`src/rtl/fxd_pkg.sv`:
```
`timescale 1ns/1ps
package fxd_pkg;

    typedef enum logic [2:0] {
        K_DATA,
        K_EOF,
        K_PRUNED,
        K_ABORT,
        K_ESC,
        K_NOTRDY
    } word_kind_e;

    typedef enum logic [1:0] {
        S_HDR,
        S_PAY,
        S_FIN,
        S_DRAIN
    } dec_state_e;

    localparam int FCS_BYTES = 4;

    function automatic logic [31:0] swap_bytes(input logic [31:0] w);
        return {w[7:0], w[15:8], w[23:16], w[31:24]};
    endfunction

endpackage

```
`src/rtl/fxd_word_class.sv`:
```
`timescale 1ns/1ps
module fxd_word_class
    import fxd_pkg::*;
#(
    parameter logic [31:0] CODE_BASE = 32'h8000_0000
) (
    input  logic [31:0] word,
    output word_kind_e  kind,
    output logic [2:0]  vbytes
);
    logic       is_code;
    logic [2:0] sel;

    assign is_code = (word[31:3] == CODE_BASE[31:3]);
    assign sel     = word[2:0];

    always_comb begin
        kind = K_DATA;
        if (is_code) begin
            unique case (sel)
                3'd0, 3'd1, 3'd2, 3'd3: kind = K_EOF;
                3'd4:                   kind = K_PRUNED;
                3'd5:                   kind = K_ABORT;
                3'd6:                   kind = K_ESC;
                default:                kind = K_NOTRDY;
            endcase
        end
    end

    // low two bits give the byte count of the final word, zero meaning all four
    assign vbytes = (sel[1:0] == 2'd0) ? 3'd4 : {1'b0, sel[1:0]};

endmodule

```
`src/rtl/fxd_hdr_fields.sv`:
```
`timescale 1ns/1ps
module fxd_hdr_fields
    import fxd_pkg::*;
#(
    parameter int CELL_BYTES = 60,
    parameter int LEN_OFFSET = 80,
    parameter int LEN_W      = 16
) (
    input  logic [31:0]      raw,
    output logic [LEN_W-1:0] len,
    output logic [3:0]       port,
    output logic [7:0]       cpuq,
    output logic             tag,
    output logic [11:0]      vid
);
    logic [31:0] h;
    logic [7:0]  word_cnt;
    logic [5:0]  tail_cnt;
    logic        unused_top;

    assign h        = swap_bytes(raw);
    assign word_cnt = h[14:7];
    assign tail_cnt = h[20:15];

    assign len  = LEN_W'(CELL_BYTES) * LEN_W'(word_cnt) + LEN_W'(tail_cnt)
                - LEN_W'(LEN_OFFSET);
    assign port = h[14:11];
    assign cpuq = h[27:20];
    assign tag  = h[16];
    assign vid  = h[11:0];

    assign unused_top = ^h[31:28];

endmodule

```
`src/rtl/fxd_beat_shape.sv`:
```
`timescale 1ns/1ps
module fxd_beat_shape #(
    parameter int LEN_W = 16
) (
    input  logic [LEN_W-1:0] rem,
    input  logic [2:0]       avail,
    input  logic             force_last,
    output logic [3:0]       be,
    output logic [2:0]       take,
    output logic             last
);
    logic short_rem;

    assign short_rem = (rem < LEN_W'(avail));
    assign take      = short_rem ? rem[2:0] : avail;
    assign last      = force_last || (rem <= LEN_W'(avail));

    always_comb begin
        unique case (take)
            3'd1:    be = 4'b1000;
            3'd2:    be = 4'b1100;
            3'd3:    be = 4'b1110;
            default: be = 4'b1111;
        endcase
    end

endmodule

```
`src/rtl/frame_extract_decoder.sv`:
```
`timescale 1ns/1ps
module frame_extract_decoder
    import fxd_pkg::*;
#(
    parameter int          CELL_BYTES = 60,
    parameter int          LEN_OFFSET = 80,
    parameter int          LEN_W      = 16,
    parameter logic [31:0] CODE_BASE  = 32'h8000_0000
) (
    input  logic             clk,
    input  logic             rst_n,
    input  logic             in_valid,
    input  logic [31:0]      in_data,
    output logic             in_ready,
    input  logic             data_present,
    input  logic             keep_fcs,
    output logic             out_valid,
    input  logic             out_ready,
    output logic [31:0]      out_data,
    output logic [3:0]       out_be,
    output logic             out_last,
    output logic             out_first,
    output logic [LEN_W-1:0] out_len,
    output logic [3:0]       out_port,
    output logic [7:0]       out_cpuq,
    output logic             out_tag,
    output logic [11:0]      out_vid,
    output logic             out_err
);
    localparam int HDR_WORDS = 4;
    localparam int HCNT_W    = $clog2(HDR_WORDS);

    typedef struct packed {
        dec_state_e         st;
        logic [HCNT_W-1:0]  hcnt;
        logic               lit;
        logic [2:0]         fin_n;
        logic [LEN_W-1:0]   rem;
        logic               first_pend;
        logic [LEN_W-1:0]   len;
        logic [3:0]         port;
        logic [7:0]         cpuq;
        logic               tag;
        logic [11:0]        vid;
        logic               ov;
        logic [31:0]        od;
        logic [3:0]         obe;
        logic               olast;
        logic               ofirst;
        logic               err;
    } regs_t;

    regs_t q, d;

    word_kind_e       kind;
    logic [2:0]       vbytes;
    logic [LEN_W-1:0] f_len;
    logic [3:0]       f_port;
    logic [7:0]       f_cpuq;
    logic             f_tag;
    logic [11:0]      f_vid;
    logic [3:0]       sh_be;
    logic [2:0]       sh_take;
    logic             sh_last;
    logic             in_fin;
    logic             accept;
    logic             emit;
    logic             err_hit;

    fxd_word_class #(.CODE_BASE(CODE_BASE)) u_class (
        .word   (in_data),
        .kind   (kind),
        .vbytes (vbytes)
    );

    fxd_hdr_fields #(
        .CELL_BYTES (CELL_BYTES),
        .LEN_OFFSET (LEN_OFFSET),
        .LEN_W      (LEN_W)
    ) u_hdr (
        .raw  (in_data),
        .len  (f_len),
        .port (f_port),
        .cpuq (f_cpuq),
        .tag  (f_tag),
        .vid  (f_vid)
    );

    assign in_fin = (q.st == S_FIN);

    fxd_beat_shape #(.LEN_W(LEN_W)) u_shape (
        .rem        (q.rem),
        .avail      (in_fin ? q.fin_n : 3'd4),
        .force_last (in_fin),
        .be         (sh_be),
        .take       (sh_take),
        .last       (sh_last)
    );

    // drain ignores the output side; otherwise a word is taken only if its beat has room
    assign in_ready = (q.st == S_DRAIN) ? 1'b1 : (!q.ov || out_ready);
    assign accept   = in_valid && in_ready;

    always_comb begin
        d       = q;
        d.err   = 1'b0;
        emit    = 1'b0;
        err_hit = 1'b0;

        if (q.ov && out_ready) d.ov = 1'b0;

        if (q.st == S_DRAIN && !data_present) begin
            d.st   = S_HDR;
            d.hcnt = '0;
        end

        if (accept) begin
            unique case (q.st)
                S_HDR: begin
                    if (q.lit || kind == K_DATA) begin
                        d.lit  = 1'b0;
                        d.hcnt = HCNT_W'(q.hcnt + 1'b1);
                        if (q.hcnt == HCNT_W'(1)) d.len  = f_len;
                        if (q.hcnt == HCNT_W'(2)) d.port = f_port;
                        if (q.hcnt == HCNT_W'(HDR_WORDS - 1)) begin
                            d.cpuq       = f_cpuq;
                            d.tag        = f_tag;
                            d.vid        = f_vid;
                            d.rem        = keep_fcs ? q.len : q.len - LEN_W'(FCS_BYTES);
                            d.first_pend = 1'b1;
                            d.hcnt       = '0;
                            d.st         = S_PAY;
                        end
                    end else if (kind == K_ESC) begin
                        d.lit = 1'b1;
                    end else begin
                        err_hit = 1'b1;
                    end
                end
                S_PAY: begin
                    if (q.lit || kind == K_DATA) begin
                        d.lit = 1'b0;
                        emit  = 1'b1;
                    end else if (kind == K_ESC) begin
                        d.lit = 1'b1;
                    end else if (kind == K_ABORT) begin
                        err_hit = 1'b1;
                    end else if (kind == K_EOF || kind == K_PRUNED) begin
                        d.fin_n = vbytes;
                        d.st    = S_FIN;
                    end
                end
                S_FIN: begin
                    if (!q.lit && kind == K_ESC) begin
                        d.lit = 1'b1;
                    end else begin
                        d.lit  = 1'b0;
                        emit   = 1'b1;
                        d.st   = S_HDR;
                        d.hcnt = '0;
                    end
                end
                default: ;
            endcase
        end

        // once the byte budget is spent, later words are consumed silently
        if (emit && q.rem != '0) begin
            d.ov         = 1'b1;
            d.od         = in_data;
            d.obe        = sh_be;
            d.olast      = sh_last;
            d.ofirst     = q.first_pend;
            d.first_pend = 1'b0;
            d.rem        = q.rem - LEN_W'(sh_take);
        end

        if (err_hit) begin
            d.err        = 1'b1;
            d.st         = data_present ? S_DRAIN : S_HDR;
            d.hcnt       = '0;
            d.lit        = 1'b0;
            d.rem        = '0;
            d.first_pend = 1'b0;
        end
    end

    always_ff @(posedge clk) begin
        if (!rst_n) begin
            q <= '0;
        end else begin
            q <= d;
        end
    end

    assign out_valid = q.ov;
    assign out_data  = q.od;
    assign out_be    = q.obe;
    assign out_last  = q.olast;
    assign out_first = q.ofirst;
    assign out_len   = q.len;
    assign out_port  = q.port;
    assign out_cpuq  = q.cpuq;
    assign out_tag   = q.tag;
    assign out_vid   = q.vid;
    assign out_err   = q.err;

    a_r12_beat_hold: assert property (@(posedge clk) disable iff (!rst_n)
        out_valid && !out_ready |=> out_valid && $stable(out_data)
                                    && $stable(out_be) && $stable(out_last));

    a_r12_stall_blocks_input: assert property (@(posedge clk) disable iff (!rst_n)
        out_valid && !out_ready |-> !in_ready);

    a_r10_err_no_beat: assert property (@(posedge clk) disable iff (!rst_n)
        out_err |-> !out_valid);

    a_r5_be_contiguous: assert property (@(posedge clk) disable iff (!rst_n)
        out_valid |-> (out_be == 4'b1000 || out_be == 4'b1100
                       || out_be == 4'b1110 || out_be == 4'b1111));

    a_r4_full_mid_beat: assert property (@(posedge clk) disable iff (!rst_n)
        out_valid && !out_last |-> out_be == 4'b1111);

    a_r2_meta_hold: assert property (@(posedge clk) disable iff (!rst_n)
        out_valid && !out_first |-> $stable(out_port) && $stable(out_cpuq)
                                    && $stable(out_tag) && $stable(out_vid));

endmodule

```
`config.mk`:
```
export PLATFORM = sky130hd
export DESIGN_NAME = frame_extract_decoder
export DESIGN_NICKNAME = d
export VERILOG_FILES = /design/src/rtl/fxd_pkg.sv /design/src/rtl/fxd_word_class.sv /design/src/rtl/fxd_hdr_fields.sv /design/src/rtl/fxd_beat_shape.sv /design/src/rtl/frame_extract_decoder.sv
export SDC_FILE = /design/constraint.sdc
export NUM_CORES = 1
export LEC_CHECK = 0
export BUFFER_PORTS_ARGS = -buffer_cell sky130_fd_sc_hd__buf_2
export CAP_MARGIN = 20
export CORE_AREA = 3 3 103 178
export DETAILED_ROUTE_END_ITERATION = 10
export DIE_AREA = 0 0 106 181
export GPL_TIMING_DRIVEN = 0
export PLACE_DENSITY = 0.71
export SLEW_MARGIN = 20
export SYNTH_ARGS = -nofsm -noshare
export SYNTH_HDL_FRONTEND = slang
export SYNTH_SLANG_ARGS = --single-unit
```
`constraint.sdc`:
```
create_clock -name clk -period 4.65 [get_ports clk]
set_input_delay 0.6975 -clock clk [delete_from_list [all_inputs] [get_ports clk]]
set_output_delay 0.6975 -clock clk [all_outputs]
set_load 0.01 [all_outputs]
```
; Yosys cells after proc, flatten, opt, wreduce, memory -nomap -nowiden
; Cells that the tools add are included.
; Widths: inputs -> output; s select.
[op_classes]
n_lt_le_gt_ge = 2
add_sub_neg = 5
n_reduce_logical = 33
mul = 1
n_mux = 51
n_eq_ne = 21
n_bitwise = 4
[op_table]
columns = cell, count
row1 = $mux 58, 2
row2 = $mux 66, 1
row3 = $mux 39, 1
row4 = $mux 17, 2
row5 = $mux 16, 2
row6 = $eq 29x29->1 const B, 1
row7 = $mux 3, 9
row8 = $mux 21, 1
row9 = $mux 4, 5
row10 = $eq 3x2->1 const B, 6
row11 = $le 16x3->1, 1
row12 = $lt 16x3->1, 1
row13 = $reduce_and 4->1, 4
row14 = $reduce_bool 16->1, 1
row15 = $sub 16x3->16, 1
row16 = $sub 16x3->16 const B, 1
row17 = $sub 16x7->16 const B, 1
row18 = $add 14x6->15, 1
row19 = $mux 1, 15
row20 = $eq 3x3->1 const B, 4
row21 = $mul 4x8->12 const A, 1
row22 = $pmux 3 s4, 1
row23 = $reduce_bool 2->1, 6
row24 = $mux 2, 5
row25 = 21 further kinds, 44
[word_totals]
wordCells = 134
output_inout_bits = 82
regBits = 106
input_bits = 38

; Longest topological paths before layout
[depth]
ltp_word = 13
ltp_mapped = 19
depth_no_buf = 18

; By module
; A second synthesis with hierarchy kept.
[unflattened]
cells_unflattened = 919
area_unflattened_um2 = 7435.9
[modules_own_cells]
columns = module, n_inst, cells_per_inst, seq_area_each_um2, area_each_um2
row1 = frame_extract_decoder, 1, 661, 2122.0, 5335.1
row2 = fxd_hdr_fields, 1, 203, 0.0, 1704.1
row3 = fxd_beat_shape, 1, 35, 0.0, 281.5
row4 = fxd_word_class, 1, 20, 0.0, 115.1

; Worst setup path after synthesis
; No wires, ideal clock.
[synth_timing]
path_kind = input-to-reg
startpoint = input in_data[16]
endpoint = register q, in the netlist out_len[10]
stages = 14
setup_slack_ns = 0.192
arrival_ns = 4.384
t_required_ns = 4.576
setup_time_ns = 0.074
path_buffers = 0
path_cell_list = fa_1 -> fa_1 -> inv_1 -> fa_1 -> inv_1 -> ha_1 -> nand3_1 -> a21boi_0 -> nor3b_1 -> xnor2_1 -> nor3b_1 -> nand2b_1 -> or3_1 -> a31oi_1
[synth_via]
elab_chain_len = 5
word_cells_on_any_way = 8
cone_classes = add/sub: 2 / mul: 1 / eq/ne: 1 / mux: 1 / reduce/logical: 3
[synth_rtl]
columns = element, line
row1 = from (decl), frame_extract_decoder.sv:13  ; input logic [31:0] in_data,
row2 = "parallel branches: the longest is 5 deep, another holds $sub 16x7->16", n/a
row3 = to (signal assigned), frame_extract_decoder.sv:190  ; q <= '0;
row4 = to (signal assigned), frame_extract_decoder.sv:192  ; q <= d;
row5 = to (decl), frame_extract_decoder.sv:53  ; regs_t q, d;
; Several ways; the timed one is not identified.
; A chain may end at the register's enable or synchronous reset.

; Worst setup path in the final report
[layout_timing]
startpoint = input in_data[31]
endpoint = register q, in the netlist out_len[10]
; The elaborated chain is that of the path after synthesis.

==> impl_metrics.py <==
metrics = {
    "hold_path": {
        "min_to": "out_vid[7]",
        "hold-path-cell-count": 2,
        "holdCritPathClass": "flop to flop",
        "min-delay-start": "out_vid[7]",
    },
    "synthesis": {
        "async_flop_share": 0,
        "synthCells": 851,
        "syn_nets": 942,
        "synth-seq-cells": 106,
        "synth_cell_types": 64,
        "syn_area_sq_um": 6730,
        "synth_seq_area_share": 0.315,
        "synth-xor-area-share": 0.0416,
        "synth_warnings": 0,
        "postSynthAreaPerCell_sq_um": 7.91,
        "synth_top_family_by_area": "simple AND/OR/NAND/NOR gates",
        "synth_fa_ha_area_frac": 0.115,
        "synth_edf_count": 0,
        "yosys.area_share.simple": 0.230,
        "synth.area.mux_share": 0.0117,
        "yosysTopAreaCell": "dfxtp_1",
        "yosysTopAreaCellShare": 0.315,
        "synth_ff_type": "dfxtp_1",
        "synth-compound-area-share": 0.158,
        "synthTopCellsByArea": "dfxtp_1, nand2_1, buf_4, ha_1, a21oi_1",
    },
    "floorplanning": {
        "die_h_um": 181,
        "coreArea_sq_um": 17000,
        "rows": 63,
        "die_w_um": 106,
        "ios": 120,
        "dieArea_sq_um": 19200,
        "initial_utilization": 0.396,
    },
    "drt": {
        "drt_iter0_drc": 258,
        "firstDrtPassIters": 5,
        "avgRoutedWirePerCell_um": 15.6,
        "via_per_inst": 5.14,
        "ant_nets": 0,
        "drc_errors": 0,
        "drt-total-wl_mm": 18.9,
        "num_vias": 6230,
    },
    "worst_setup_path": {
        "path_max_fanout": 6,
        "crit_slowest_cell": "fa_1",
        "r2r_cells": 13,
        "crit_family": "adder cells",
        "path_common_cell": "fa_1",
        "r2r_end": "q[95]",
        "crit_type": "primary input to flop",
        "arrival_ns": 4.65,
        "r2r_slack_ns": 0.28,
        "slowest_delay_ns": 0.54,
        "worstPathRequired_ns": 4.92,
        "worstPathCellList": "buf_2 > fa_1 > fa_1 > inv_1 > fa_1 > inv_1 > ha_1 > nand3_1 > a21boi_2 > nor3b_1 > xnor2_1 > nor3b_4 > nand2b_1 > or3_1 > a31oi_1",
        "path_buf_inv": 3,
        "r2r-start": "q[90]",
        "cp-end-kind": "flop",
        "worstSetupStartpointType": "primary input",
    },
    "clock_tree": {
        "cts_buffers": 9,
        "cts_num_sinks": 106,
        "insertion_delay_ns": 0.36,
        "cts.clk_slew.worst_paths_ns": 0.08,
        "cts_buffer_depth": 2,
        "cts_htree_levels": 3,
        "cts_tree": "yes",
        "cts_root_buf": "clkbuf_16",
    },
    "finish": {
        "drive_above_1_share": 0.247,
        "post-route-util": 0.467,
        "final_cells": 1213,
        "ff_latch_area_sq_um": 2120,
        "fill_cells": 1748,
        "areaGrowthSynthToFinish_pct": 18.0,
        "final_nets": 1072,
        "final_cell_mix": "nand2_1, buf_2, dfxtp_1",
        "diodes": 0,
        "multi_input_area_sq_um": 3780,
        "final_common_cell": "nand2_1",
    },
    "sta": {
        "clock_skew_ns": 0.0113,
        "slew-limit-headroom": 0.326,
        "tightest_slew_ns": 1.01,
        "final-max-slew-violation-count": 0,
        "rsz0062_at_grt": "true",
        "fin_crit_sh": 0.942,
        "finalSetupViolCount": 0,
        "max_freq_ghz": 0.228,
        "min_period_ns": 4.38,
        "hold_viol": 0,
    },
    "place": {
        "io_buffers": 119,
        "hpwl_mm": 15.1,
        "placedCellCount": 1197,
        "gp_congestion": 0.863,
    },
    "power": {
        "seqPwrFrac": 0.369,
        "power_mw": 2.58,
        "switching_share": 0.355,
        "ir_worst_vdd_v": 0.000223,
        "leakagePower_nw": 3.51,
        "power.switching_mw": 0.916,
        "clkPwrFrac": 0.298,
        "p_per_area_nw_per_um2": 324,
        "combPwrFrac": 0.334,
        "p_int_mw": 1.66,
    },
    "grt": {
        "first_global_vias": 6008,
        "grt_pass1_wl_mm": 29.8,
        "grt_start_max_net_pins": 21,
        "antenna_found_initial": 0,
        "track_usage": 0.193,
        "overflow": 0,
    },
    "job": {
        "drv_cap": 0,
    },
    "status": {
        "status": "finished clean",
    },
}
## cell usage after synthesis (all sizes together), types with 9 or more instances
| master | n |
|---|---|
| a31oi | 9 |
| o21ai | 28 |
| dfxtp | 106 |
| nor3 | 18 |
| a21oi | 89 |
| buf | 87 |
| a211oi | 12 |
| nor2 | 48 |
| inv | 40 |
| nand3 | 20 |
| fa | 15 |
| ha | 38 |
| clkbuf | 24 |
| xnor2 | 22 |
| nand2 | 170 |
| xor2 | 10 |
| nor4 | 11 |
## power groups by stage
stage | registers (mW) | clock network [mW] | logic (mW)
after floorplan | 0.961 | 0 | 0.646
after global placement | 0.971 | 0 | 0.813
after detailed placement | 0.971 | 0 | 0.826
after CTS | 0.949 | 0.772 | 0.841
after global routing | 0.953 | 0.812 | 0.956
final | 0.950 | 0.767 | 0.860
## layer usage
metal | vias up | track usage | wire length (um)
li1 | 3078 | - | -
met1 | 2943 | 0.200 | 6810
met4 | 0 | 0.0871 | 828
met3 | 46 | 0.0243 | 698
met5 | - | 0 | 0
met2 | 163 | 0.378 | 10600
## logic make-up after synthesis
family,count (synthesis)
buf+inv,151
compound gates,174
xor+xnor,32
simple gates,328
fa+ha+maj,53
mux,7
flops,106
## worst reg2reg max path, stage by stage, from the launching register on
cell	delay, ns
dfxtp_1	0.37
or3_4	0.40
or3_4	0.41
nor4_4	0.37
o311a_2	0.35
mux2_2	0.40
ha_1	0.35
o21ai_1	0.17
or3b_2	0.51
or3_1	0.38
nor3_1	0.21
o21ai_0	0.11
a21oi_1	0.15
nor2_1	0.05
## stage by stage
| stage | setup TNS, ns | cell area (sq um) | setup WS (ns) | hold WS [ns] |
|---|---|---|---|---|
| global placement | -1.24 | 7610 | -0.454 | 0.442 |
| floorplan | 0 | 6730 | 0.192 | 0.432 |
| global route | -0.0141 | 7940 | -0.0141 | 0.473 |
| finish | 0 | 7940 | 0.269 | 0.456 |
| CTS | 0 | 7910 | 0.0606 | 0.456 |
| detailed placement | -1.86 | 7610 | -0.546 | 0.447 |
## sequential cells by signal, indices dropped and copies added (netlist names)
signal and flops:
out_tag 1, out_last 1, out_err 1, out_vid 12, out_port 4, out_data 32, out_len 16, out_valid 1
out_be 4, out_first 1, q 25, out_cpuq 8
## layout make-up
type,count,area share
clock inverter,7,0.00851
multi-input combinational,594,0.476
clock buffer,9,0.0284
inverter,40,0.0189
sequential,106,0.267
tap,227,0.0358
buffer,111,0.0904
timing repair buffer,119,0.0750
## worst max path at each step
| stage | startpoint | to | slack, ns | cells past startpoint |
|---|---|---|---|---|
| after floorplan | in_data[16] | out_len[10] | 0.19 | 14 |
| after global placement | in_data[31] | out_len[10] | -0.45 | 15 |
| after detailed placement | in_data[16] | out_len[10] | -0.55 | 15 |
| after CTS | q[90] | q[92] | 0.06 | 14 |
| after global routing | in_data[16] | out_len[10] | -0.01 | 15 |
| final | in_data[31] | out_len[10] | 0.27 | 15 |
## timing repair
item	4_1_cts	5_1_grt
pin swaps	0	0
endpoints found under the setup margin	3	6
buffers inserted	0	0
gates resized for setup	2	7
hold buffers	0	0
(Power assumes the default switching activity.)
